<file path="config.mk">
export PLATFORM = sky130hd
export DESIGN_NAME = twin_accum_top
export DESIGN_NICKNAME = d
export VERILOG_FILES = /design/src/rtl/twin_pkg.sv /design/src/rtl/twin_seq.sv /design/src/rtl/twin_weight.sv /design/src/rtl/twin_acc.sv /design/src/rtl/twin_accum_top.sv
export SDC_FILE = /design/constraint.sdc
export NUM_CORES = 1
export LEC_CHECK = 0
export BUFFER_PORTS_ARGS = -buffer_cell sky130_fd_sc_hd__buf_2
export CORE_ASPECT_RATIO = 0.7
export CORE_UTILIZATION = 25
export CTS_CLUSTER_SIZE = 25
export DETAILED_ROUTE_END_ITERATION = 8
export HOLD_SLACK_MARGIN = 0.02
export SLEW_MARGIN = 0
export SYNTH_ARGS = -nofsm -noshare
export SYNTH_HDL_FRONTEND = slang
export SYNTH_SLANG_ARGS = --single-unit
</file>
<file path="constraint.sdc">
create_clock -name clk -period 5.3 [get_ports clk]
set_input_delay 1.59 -clock clk [delete_from_list [all_inputs] [get_ports clk]]
set_output_delay 1.59 -clock clk [all_outputs]
set_load 0.01 [all_outputs]
</file>
<file path="src/rtl/twin_pkg.sv">
package twin_pkg;

  typedef enum logic [1:0] {
    PH_IDLE = 2'd0,
    PH_UP   = 2'd1,
    PH_MID  = 2'd2,
    PH_DOWN = 2'd3
  } phase_t;

  localparam int unsigned POS_W   = 5;
  localparam int unsigned WIN_W   = 7;
  localparam int unsigned FULL_WT = 64;
  localparam int unsigned SCALE_SH = 5;

  // Step added to the window at ramp position k; the steps sum to 64.
  function automatic logic [1:0] ramp_inc(input logic [POS_W-1:0] k);
    logic [1:0] r;
    if (k < 5'd2)       r = 2'd0;
    else if (k < 5'd5)  r = 2'd1;
    else if (k < 5'd9)  r = 2'd2;
    else if (k < 5'd23) r = 2'd3;
    else if (k < 5'd27) r = 2'd2;
    else if (k < 5'd30) r = 2'd1;
    else                r = 2'd0;
    return r;
  endfunction

endpackage

</file>
<file path="src/rtl/twin_seq.sv">
module twin_seq
  import twin_pkg::*;
#(
  parameter int unsigned PER_W = 16
) (
  input  logic             clk,
  input  logic             rst_n,
  input  logic             start_i,
  input  logic [PER_W-1:0] period_i,
  input  logic             outside_i,
  output phase_t           phase_o,
  output logic [POS_W-1:0] pos_o,
  output logic             launch_o,
  output logic             last_o
);

  localparam logic [PER_W-1:0] RAMP_PAIR = PER_W'(2 * (1 << POS_W));
  localparam logic [POS_W-1:0] POS_END   = '1;

  phase_t           phase_q;
  logic [POS_W-1:0] pos_q;
  logic [PER_W-1:0] mid_q;
  logic [PER_W-1:0] mid_len;

  always_comb begin
    if (outside_i)                  mid_len = period_i;
    else if (period_i < RAMP_PAIR)  mid_len = '0;
    else                            mid_len = period_i - RAMP_PAIR;
  end

  assign launch_o = (phase_q == PH_IDLE) && start_i;
  assign last_o   = (phase_q == PH_DOWN) && (pos_q == POS_END);
  assign phase_o  = phase_q;
  assign pos_o    = pos_q;

  always_ff @(posedge clk) begin
    if (!rst_n) begin
      phase_q <= PH_IDLE;
      pos_q   <= '0;
      mid_q   <= '0;
    end else begin
      unique case (phase_q)
        PH_IDLE: begin
          if (start_i) begin
            phase_q <= PH_UP;
            pos_q   <= '0;
            mid_q   <= mid_len;
          end
        end
        PH_UP: begin
          pos_q <= pos_q + 5'd1;
          if (pos_q == POS_END)
            phase_q <= (mid_q == '0) ? PH_DOWN : PH_MID;
        end
        PH_MID: begin
          mid_q <= mid_q - 1'b1;
          if (mid_q == PER_W'(1)) phase_q <= PH_DOWN;
        end
        PH_DOWN: begin
          pos_q <= pos_q + 5'd1;
          if (pos_q == POS_END) phase_q <= PH_IDLE;
        end
        default: phase_q <= PH_IDLE;
      endcase
    end
  end


  busy_hold_chk: assert property (@(posedge clk) disable iff (!rst_n)
    (phase_q != PH_IDLE && !last_o) |=> (phase_q != PH_IDLE));


  up_step_chk: assert property (@(posedge clk) disable iff (!rst_n)
    (phase_q == PH_UP && pos_q != POS_END) |=>
      (phase_q == PH_UP && pos_q == $past(pos_q) + 5'd1));


  end_idle_chk: assert property (@(posedge clk) disable iff (!rst_n)
    last_o |=> (phase_q == PH_IDLE));

endmodule

</file>
<file path="src/rtl/twin_weight.sv">
module twin_weight
  import twin_pkg::*;
(
  input  logic             clk,
  input  logic             rst_n,
  input  phase_t           phase_i,
  input  logic [POS_W-1:0] pos_i,
  input  logic             launch_i,
  input  logic             off_i,
  output logic [WIN_W-1:0] weight_o
);

  localparam logic [WIN_W-1:0] FULL = WIN_W'(FULL_WT);

  logic [WIN_W-1:0] win_q;
  logic             off_q;
  logic [WIN_W-1:0] up_val;
  logic [1:0]       up_step;
  logic [1:0]       dn_step;

  assign up_step = ramp_inc(pos_i);
  assign dn_step = ramp_inc(~pos_i);
  assign up_val  = win_q + {5'd0, up_step};

  always_comb begin
    if (off_q) weight_o = FULL;
    else begin
      unique case (phase_i)
        PH_UP:   weight_o = up_val;
        PH_MID:  weight_o = FULL;
        PH_DOWN: weight_o = win_q;
        default: weight_o = '0;
      endcase
    end
  end

  always_ff @(posedge clk) begin
    if (!rst_n) begin
      win_q <= '0;
      off_q <= 1'b0;
    end else if (launch_i) begin
      win_q <= '0;
      off_q <= off_i;
    end else if (phase_i == PH_UP) begin
      win_q <= up_val;
    end else if (phase_i == PH_DOWN) begin
      win_q <= win_q - {5'd0, dn_step};
    end
  end


  win_cap_chk: assert property (@(posedge clk) disable iff (!rst_n)
    win_q <= FULL);


  ramp_top_chk: assert property (@(posedge clk) disable iff (!rst_n)
    (phase_i == PH_UP && pos_i == 5'd31) |=> (win_q == FULL));


  mid_full_chk: assert property (@(posedge clk) disable iff (!rst_n)
    (phase_i == PH_MID) |-> (win_q == FULL));


  ramp_floor_chk: assert property (@(posedge clk) disable iff (!rst_n)
    (phase_i == PH_DOWN && pos_i == 5'd31) |=> (win_q == '0));

endmodule

</file>
<file path="src/rtl/twin_acc.sv">
module twin_acc
  import twin_pkg::*;
#(
  parameter int unsigned PER_W = 16,
  localparam int unsigned ACC_W = PER_W + 8,
  localparam int unsigned RES_W = PER_W + 3
) (
  input  logic             clk,
  input  logic             rst_n,
  input  logic             launch_i,
  input  logic             sample_i,
  input  logic             last_i,
  input  logic             bit_i,
  input  logic [WIN_W-1:0] weight_i,
  output logic [RES_W-1:0] result_o,
  output logic             done_o
);

  localparam logic [ACC_W-1:0] HALF_LSB = ACC_W'(1 << (SCALE_SH - 1));

  logic [ACC_W-1:0] acc_q;
  logic [ACC_W-1:0] acc_nx;
  logic [ACC_W-1:0] rounded;

  assign acc_nx  = acc_q + (bit_i ? ACC_W'(weight_i) : '0);
  assign rounded = (acc_nx + HALF_LSB) >> SCALE_SH;

  always_ff @(posedge clk) begin
    if (!rst_n) begin
      acc_q    <= '0;
      result_o <= '0;
      done_o   <= 1'b0;
    end else begin
      done_o <= 1'b0;
      if (launch_i) begin
        acc_q <= '0;
      end else if (sample_i) begin
        acc_q <= acc_nx;
        if (last_i) begin
          result_o <= RES_W'(rounded);
          done_o   <= 1'b1;
        end
      end
    end
  end


  done_pulse_chk: assert property (@(posedge clk) disable iff (!rst_n)
    done_o |=> !done_o);


  result_hold_chk: assert property (@(posedge clk) disable iff (!rst_n)
    !$stable(result_o) |-> done_o);

endmodule

</file>
<file path="src/rtl/twin_accum_top.sv">
module twin_accum_top
  import twin_pkg::*;
#(
  parameter int unsigned PER_W = 16,
  localparam int unsigned RES_W = PER_W + 3
) (
  input  logic             clk,
  input  logic             rst_n,
  input  logic             start_i,
  input  logic [PER_W-1:0] period_i,
  input  logic             ramps_outside_i,
  input  logic             window_off_i,
  input  logic             bit_i,
  output logic [RES_W-1:0] result_o,
  output logic             done_o
);

  phase_t           phase;
  logic [POS_W-1:0] pos;
  logic             launch;
  logic             last;
  logic [WIN_W-1:0] weight;

  twin_seq #(.PER_W(PER_W)) u_seq (
    .clk      (clk),
    .rst_n    (rst_n),
    .start_i  (start_i),
    .period_i (period_i),
    .outside_i(ramps_outside_i),
    .phase_o  (phase),
    .pos_o    (pos),
    .launch_o (launch),
    .last_o   (last)
  );

  twin_weight u_weight (
    .clk     (clk),
    .rst_n   (rst_n),
    .phase_i (phase),
    .pos_i   (pos),
    .launch_i(launch),
    .off_i   (window_off_i),
    .weight_o(weight)
  );

  twin_acc #(.PER_W(PER_W)) u_acc (
    .clk     (clk),
    .rst_n   (rst_n),
    .launch_i(launch),
    .sample_i(phase != PH_IDLE),
    .last_i  (last),
    .bit_i   (bit_i),
    .weight_i(weight),
    .result_o(result_o),
    .done_o  (done_o)
  );

endmodule

</file>
; Word level (Yosys, flattened, before mapping)
; Cells that the tools add are included.
[totals]
register_bits = 75
output_inout_bits = 20
word_cells = 86
[classes]
n_addsub = 7
order_cmp = 13
eq_ne = 9
muxes = 30
bitwise = 4
n_reduce_logical = 15
[ops]
columns = op, count
row1 = 16-bit 2-to-1 mux, 3
row2 = 16-bit one-hot mux with 2 select lines, 1
row3 = 5-bit < comparator (second input constant), 6
row4 = 2-bit 2-to-1 mux, 14
row5 = 7-bit 2-to-1 mux, 4
row6 = 24-bit adder, 1
row7 = 24-bit by 5-bit adder with 24-bit output (second input constant), 1
row8 = 7-bit one-hot mux with 3 select lines, 1
row9 = 16-bit by 1-bit == test with 1-bit output (second input constant), 1
row10 = 16-bit zero test, 1
row11 = 16-bit by 7-bit < comparator with 1-bit output (second input constant), 1
row12 = 16-bit by 1-bit subtractor with 16-bit output (second input constant), 1
row13 = 16-bit by 7-bit subtractor with 16-bit output (second input constant), 1
row14 = 5-bit by 2-bit < comparator with 1-bit output (second input constant), 2
row15 = 5-bit by 3-bit < comparator with 1-bit output (second input constant), 2
row16 = 5-bit by 4-bit < comparator with 1-bit output (second input constant), 2
row17 = 5-bit one-hot mux with 2 select lines, 1
row18 = 2-bit one-hot mux with 4 select lines, 1
row19 = 2-bit nonzero test, 4
row20 = 7-bit by 2-bit adder with 7-bit output, 1
row21 = 7-bit by 2-bit subtractor with 7-bit output, 1
row22 = 5-bit by 1-bit adder with 5-bit output (second input constant), 1
row23 = 5-bit == test (second input constant), 1
row24 = 5-bit 2-to-1 mux, 1
row25 = 14 further kinds, 25

; Depth between registers and ports, before layout
[depth]
depth_word = 13
mapped_depth = 26

; Cells and area by module
; From an unflattened synthesis, not the netlist that was laid out.
[hier_totals]
hier_cells = 701
area_unflattened_um2 = 5676.7
[by_module_without_submodules]
columns = mod, instances, cells_each, area_per_inst_um2, seq_area_each_um2
row1 = twin_acc, 1, 377, 3044.2, 880.8
row2 = twin_seq, 1, 223, 1780.5, 460.4
row3 = twin_weight, 1, 100, 845.8, 160.2
row4 = twin_accum_top, 1, 1, 6.3, 0.0

; Least setup slack after synthesis
; No wires, ideal clock.
[synth_path]
kind = flip-flop to flip-flop
from = register u_seq.pos_q[1] (netlist: u_seq.pos_o[1])
to = register u_acc.result_o[15]
setup_time_ns = 0.086
arrival_time_ns = 4.698
slack_ns = 0.516
path_stages_with_launch = 25
n_path_buf = 2
path_cell_list = dfxtp_1 -> clkbuf_1 -> nor3_1 -> a31oi_1 -> o21ai_0 -> a21oi_1 -> ha_1 -> fa_1 -> and3_1 -> nand3_1 -> xnor2_1 -> nand2_1 -> a31oi_1 -> o21a_1 -> ha_1 -> buf_2 -> a21oi_1 -> o211ai_2 -> and2_1 -> xnor2_1 -> or4_4 -> nor4b_4 -> nand2_1 -> mux2i_1 -> a211oi_1
[synth_via]
elab_chain_len = 13
elab_cells_between_ends = 21
[synth_rtl]
columns = element, line_no
row1 = from (decl), twin_seq.sv:21  ; logic [POS_W-1:0] pos_q;
row2 = from (signal assigned), twin_seq.sv:51  ; pos_q <= pos_q + 5'd1;
row3 = from (signal assigned), twin_seq.sv:60  ; pos_q <= pos_q + 5'd1;
row4 = 5-bit < comparator, twin_pkg.sv:23  ; else if (k < 5'd30) r = 2'd1;
row5 = 1-bit 2-to-1 mux, twin_pkg.sv:23
row6 = 2-bit 2-to-1 mux, twin_pkg.sv:22  ; else if (k < 5'd27) r = 2'd2;
row7 = 2-bit 2-to-1 mux, twin_pkg.sv:21  ; else if (k < 5'd23) r = 2'd3;
row8 = 2-bit 2-to-1 mux, twin_pkg.sv:20  ; else if (k < 5'd9) r = 2'd2;
row9 = 2-bit 2-to-1 mux, twin_pkg.sv:19  ; else if (k < 5'd5) r = 2'd1;
row10 = 2-bit 2-to-1 mux, twin_pkg.sv:18  ; if (k < 5'd2) r = 2'd0;
row11 = 7-bit by 2-bit adder with 7-bit output, twin_weight.sv:23  ; assign up_val = win_q + {5'd0, up_step};
row12 = 7-bit one-hot mux with 3 select lines, twin_weight.sv:28  ; unique case (phase_i)
row13 = 7-bit 2-to-1 mux, twin_weight.sv:26  ; if (off_q) weight_o = FULL;
row14 = 7-bit 2-to-1 mux, twin_acc.sv:25  ; assign acc_nx = acc_q + (bit_i ? ACC_W'(weight_i) : '0);
row15 = 24-bit adder, twin_acc.sv:25
row16 = 24-bit by 5-bit adder with 24-bit output, twin_acc.sv:26  ; assign rounded = (acc_nx + HALF_LSB) >> SCALE_SH;
row17 = to (signal assigned), twin_acc.sv:40  ; result_o <= RES_W'(rounded);
row18 = to (decl), twin_acc.sv:15  ; output logic [RES_W-1:0] result_o,
; Parallel ways exist; a longest one is shown, timed or not.
; A chain may end at the register's enable or synchronous reset.

; Worst setup path in the final report
[layout_path]
from = register u_seq.pos_q[4] (netlist: u_seq.pos_o[4])
to = register u_acc.result_o[16]
; The elaborated chain is that of the path after synthesis.

==> summary.txt <==
Placement
  • Hpwl dp: 9.663 mm
  • # port buffers: 41
  • Gpl congestion: 0.8522

Floorplan
  • Die W: 174.0 microns
  • Core Rows: 43
  • # IOs: 42
  • Die area: 21,300 sq um
  • Core ar.: 20,070 sq um
  • Die Height: 122.4 microns
  • Initial core utilization: 25.80%

Global routing
  • Global-route wire length before repair: 22.22 mm
  • Initial antenna violation count: 1
  • Tot GR Track Use: 12.88%
  • Largest net degree at the start of global routing: 42
  • Total gr overflow: 0
  • Number of global-route vias before repair: 4,358

STA
  • Relative slew slack: 42.94%
  • Unrepaired setup endpoints after global routing: false
  • Setup TNS: 0 ns
  • Fin crit share: 92.38%
  • Max Clock Freq: 204.3 MHz
  • Max Clock Skew: 0.006739 ns
  • Actual slew at the worst max-slew pin: 0.8493 ns
  • Final hold violation count: 0
  • # setup viols final: 0
  • Post-route minimum period: 4.896 ns
  • Slew Viols, Final: 0

Clocking
  • Inserted Clock Buffers: 9
  • Clock tree sinks: 75
  • Hold_buf cts: 0
  • Longest Clk Path Bufs: 2
  • Root Buffer: clkbuf_16
  • H-tree depth: 3
  • Worst-path clk slew: 0.06 ns
  • CTS tree: built
  • Worst skew pair latency: 0.34 ns

Yosys
  • Largest cells by area after synthesis: dfxtp_1, nor2_1, xnor2_1, nand2_1, a21oi_1
  • Seq/Total Area, Yosys: 29.00%
  • EDFF count, synth: 0
  • Syn nets: 735
  • Ys flop type: dfxtp_1
  • YS warnings: 0
  • Post-synthesis cell type count: 68
  • Yosys reg bits: 75
  • Async SR Flop Fraction: 0%
  • Area share of the largest cell type after synthesis: 29.00%
  • Post-synthesis cell count: 689
  • Most area-hungry cell type in the Yosys netlist: dfxtp_1
  • Syn Area/Cell: 7.514 sq um
  • Cell Area, Synth: 5177 sq um

Worst setup path
  • Data required, critical path: 5.57 ns
  • Worst R2R Setup Slack: 0.40 ns
  • Startpoint Class: flop
  • Crit Path Category: reg2reg
  • Crit path arrival time: 5.16 ns
  • Critical path peak fanout: 9
  • Critical Path End Type: flop

Pwr
  • Max IR drop VDD: 0.2243 mV
  • Total power draw: 2006 uW
  • Pwr/cell area: 337.8 nW/um^2
  • Pleak: 0.002156 uW

Final layout
  • Layout Nets: 754
  • Fillers: 2,139
  • Ratio of cells with drive above 1 in the final layout: 12.94%
  • Layout area overhead: 14.69%

Drt
  • Router iterations before antenna repair: 5
  • DR WL/cell: 13.57 microns
  • Drt total wl: 13.33 mm
  • DRT iter0 DRCs: 388
  • Routed Antenna Nets: 0
  • Vias/cell: 4.951
  • DR vias: 4,862
  • DRC viols: 0

Job
  • MaxCap Viol Count: 0

Outcome
  • Status: complete, no violations

Worst hold path
  • Worst min path class: reg2reg
cell families after synthesis:
group                      Yosys count  synth area share, %
AOI/OAI and AO/OA                  175                21.94
xor gates and xnor gates            58                9.957
adders and majority gates           24                6.235
buffers and inverters               63                4.809
DFF                                 75                29.00
muxes                                7                1.353
and+or+nand+nor                    287                26.70
metal layers:
| layer | vias to the layer above | GRT usage [%] | share of wire [%] |
|---|---|---|---|
| met1 | 2215 | 18.65 | 52 |
| met5 | - | 0 | 0 |
| met3 | 17 | 4.027 | 7.3 |
| met2 | 148 | 18.10 | 39 |
| met4 | 0 | 3.454 | 1.4 |
| li1 | 2482 | - | - |
final timing paths:
kind                             startpoint                              end  cells after the start
max             u_seq.pos_o[4]$_SDFFE_PN0P_  u_acc.result_o[16]$_SDFFE_PN0P_                     23
min          u_acc.result_o[6]$_SDFFE_PN0P_   u_acc.result_o[6]$_SDFFE_PN0P_                      2
max reg2reg     u_seq.pos_o[4]$_SDFFE_PN0P_  u_acc.result_o[16]$_SDFFE_PN0P_                     23
min reg2reg  u_acc.result_o[6]$_SDFFE_PN0P_   u_acc.result_o[6]$_SDFFE_PN0P_                      2
Yosys cell counts, types with 7 or more instances:
cell / count
nor2_1: 93
nand2_1: 80
dfxtp_1: 75
a21oi_1: 59
xnor2_1: 38
clkbuf_1: 37
o21ai_0: 35
nand3_1: 29
ha_1: 21
nor3_1: 20
inv_1: 19
xor2_1: 19
a211oi_1: 16
nand4_1: 10
a22oi_1: 8
mux2i_1: 7
cells in the final DEF (no fill, tap or decap), types with 8 or more instances in the layout:
cell	Yosys	routed
nor2_1	93	93
a21oi_1	59	58
xnor2_1	38	38
clkbuf_16	0	9
ha_1	21	21
nand2_1	80	80
o21ai_0	35	33
nor3_1	20	20
xor2_1	19	19
a22oi_1	8	8
nand4_1	10	10
buf_2	4	41
buf_4	0	9
inv_1	19	19
nand3_1	29	29
dfxtp_1	75	71
a211oi_1	16	16
registers in the layout, summed over array words and instances (netlist names):
register        cells
u_acc.acc_q        24
u_acc.done_o        1
u_acc.result_o     19
u_seq.mid_q        16
u_seq.phase_o       2
u_seq.pos_o         5
u_weight.off_q      1
u_weight.win_q      7
repair_timing:
| item | in CTS | in global routing |
|---|---|---|
| buffers inserted | 0 | 1 |
| setup endpoints to repair | 0 | 6 |
| resized for setup | 0 | 8 |
power breakdown:
group          internal [uW]  switching, uW
Clock                    406            238
Sequential               616           52.7
Combinational            227            466
Total                   1250            757
critical path: stages (launching register included):
cell and delay (ns):
dfxtp_2 0.41, nand2_1 0.09, nor3_1 0.14, a31oi_1 0.06, o21ai_1 0.12, a21oi_1 0.07, ha_1 0.23, fa_1 0.40
and3_1 0.22, nand3_1 0.12, xnor2_1 0.12, nand2_1 0.10, a31oi_1 0.21, o21a_1 0.13, ha_1 0.24, buf_4 0.18
or2_2 0.35, and2_4 0.22, o41ai_2 0.27, a32o_2 0.30, nand4b_4 0.16, or3b_1 0.39, xor2_1 0.15, o21ai_1 0.13
through the flow:
stage	hold slack, ns	cells	utilization (%)	setup WS [ns]	instance area [sq um]
CTS	0.4558	980	29.48	0.2209	5916
detailed placement	0.4453	966	27.96	0.2140	5610
global route	0.4744	981	29.58	0.03694	5936
global placement	0.4412	966	27.96	0.3075	5610
floorplan	0.4437	689	-	0.5156	5177
finish	0.4508	982	29.59	0.4041	5938
layout make-up:
class / count / area (sq um) / area share, %
flip-flops and latches: 75 / 1506 / 25.37
repair buffers: 50 / 272.8 / 4.593
clock inverters: 5 / 80.08 / 1.349
inverters: 21 / 78.83 / 1.327
multi-input cells: 551 / 3435 / 57.84
well taps: 270 / 337.8 / 5.689
clock buffers: 9 / 225.2 / 3.793
diodes: 1 / 2.502 / 0.04214
(Power assumes the default switching activity.)
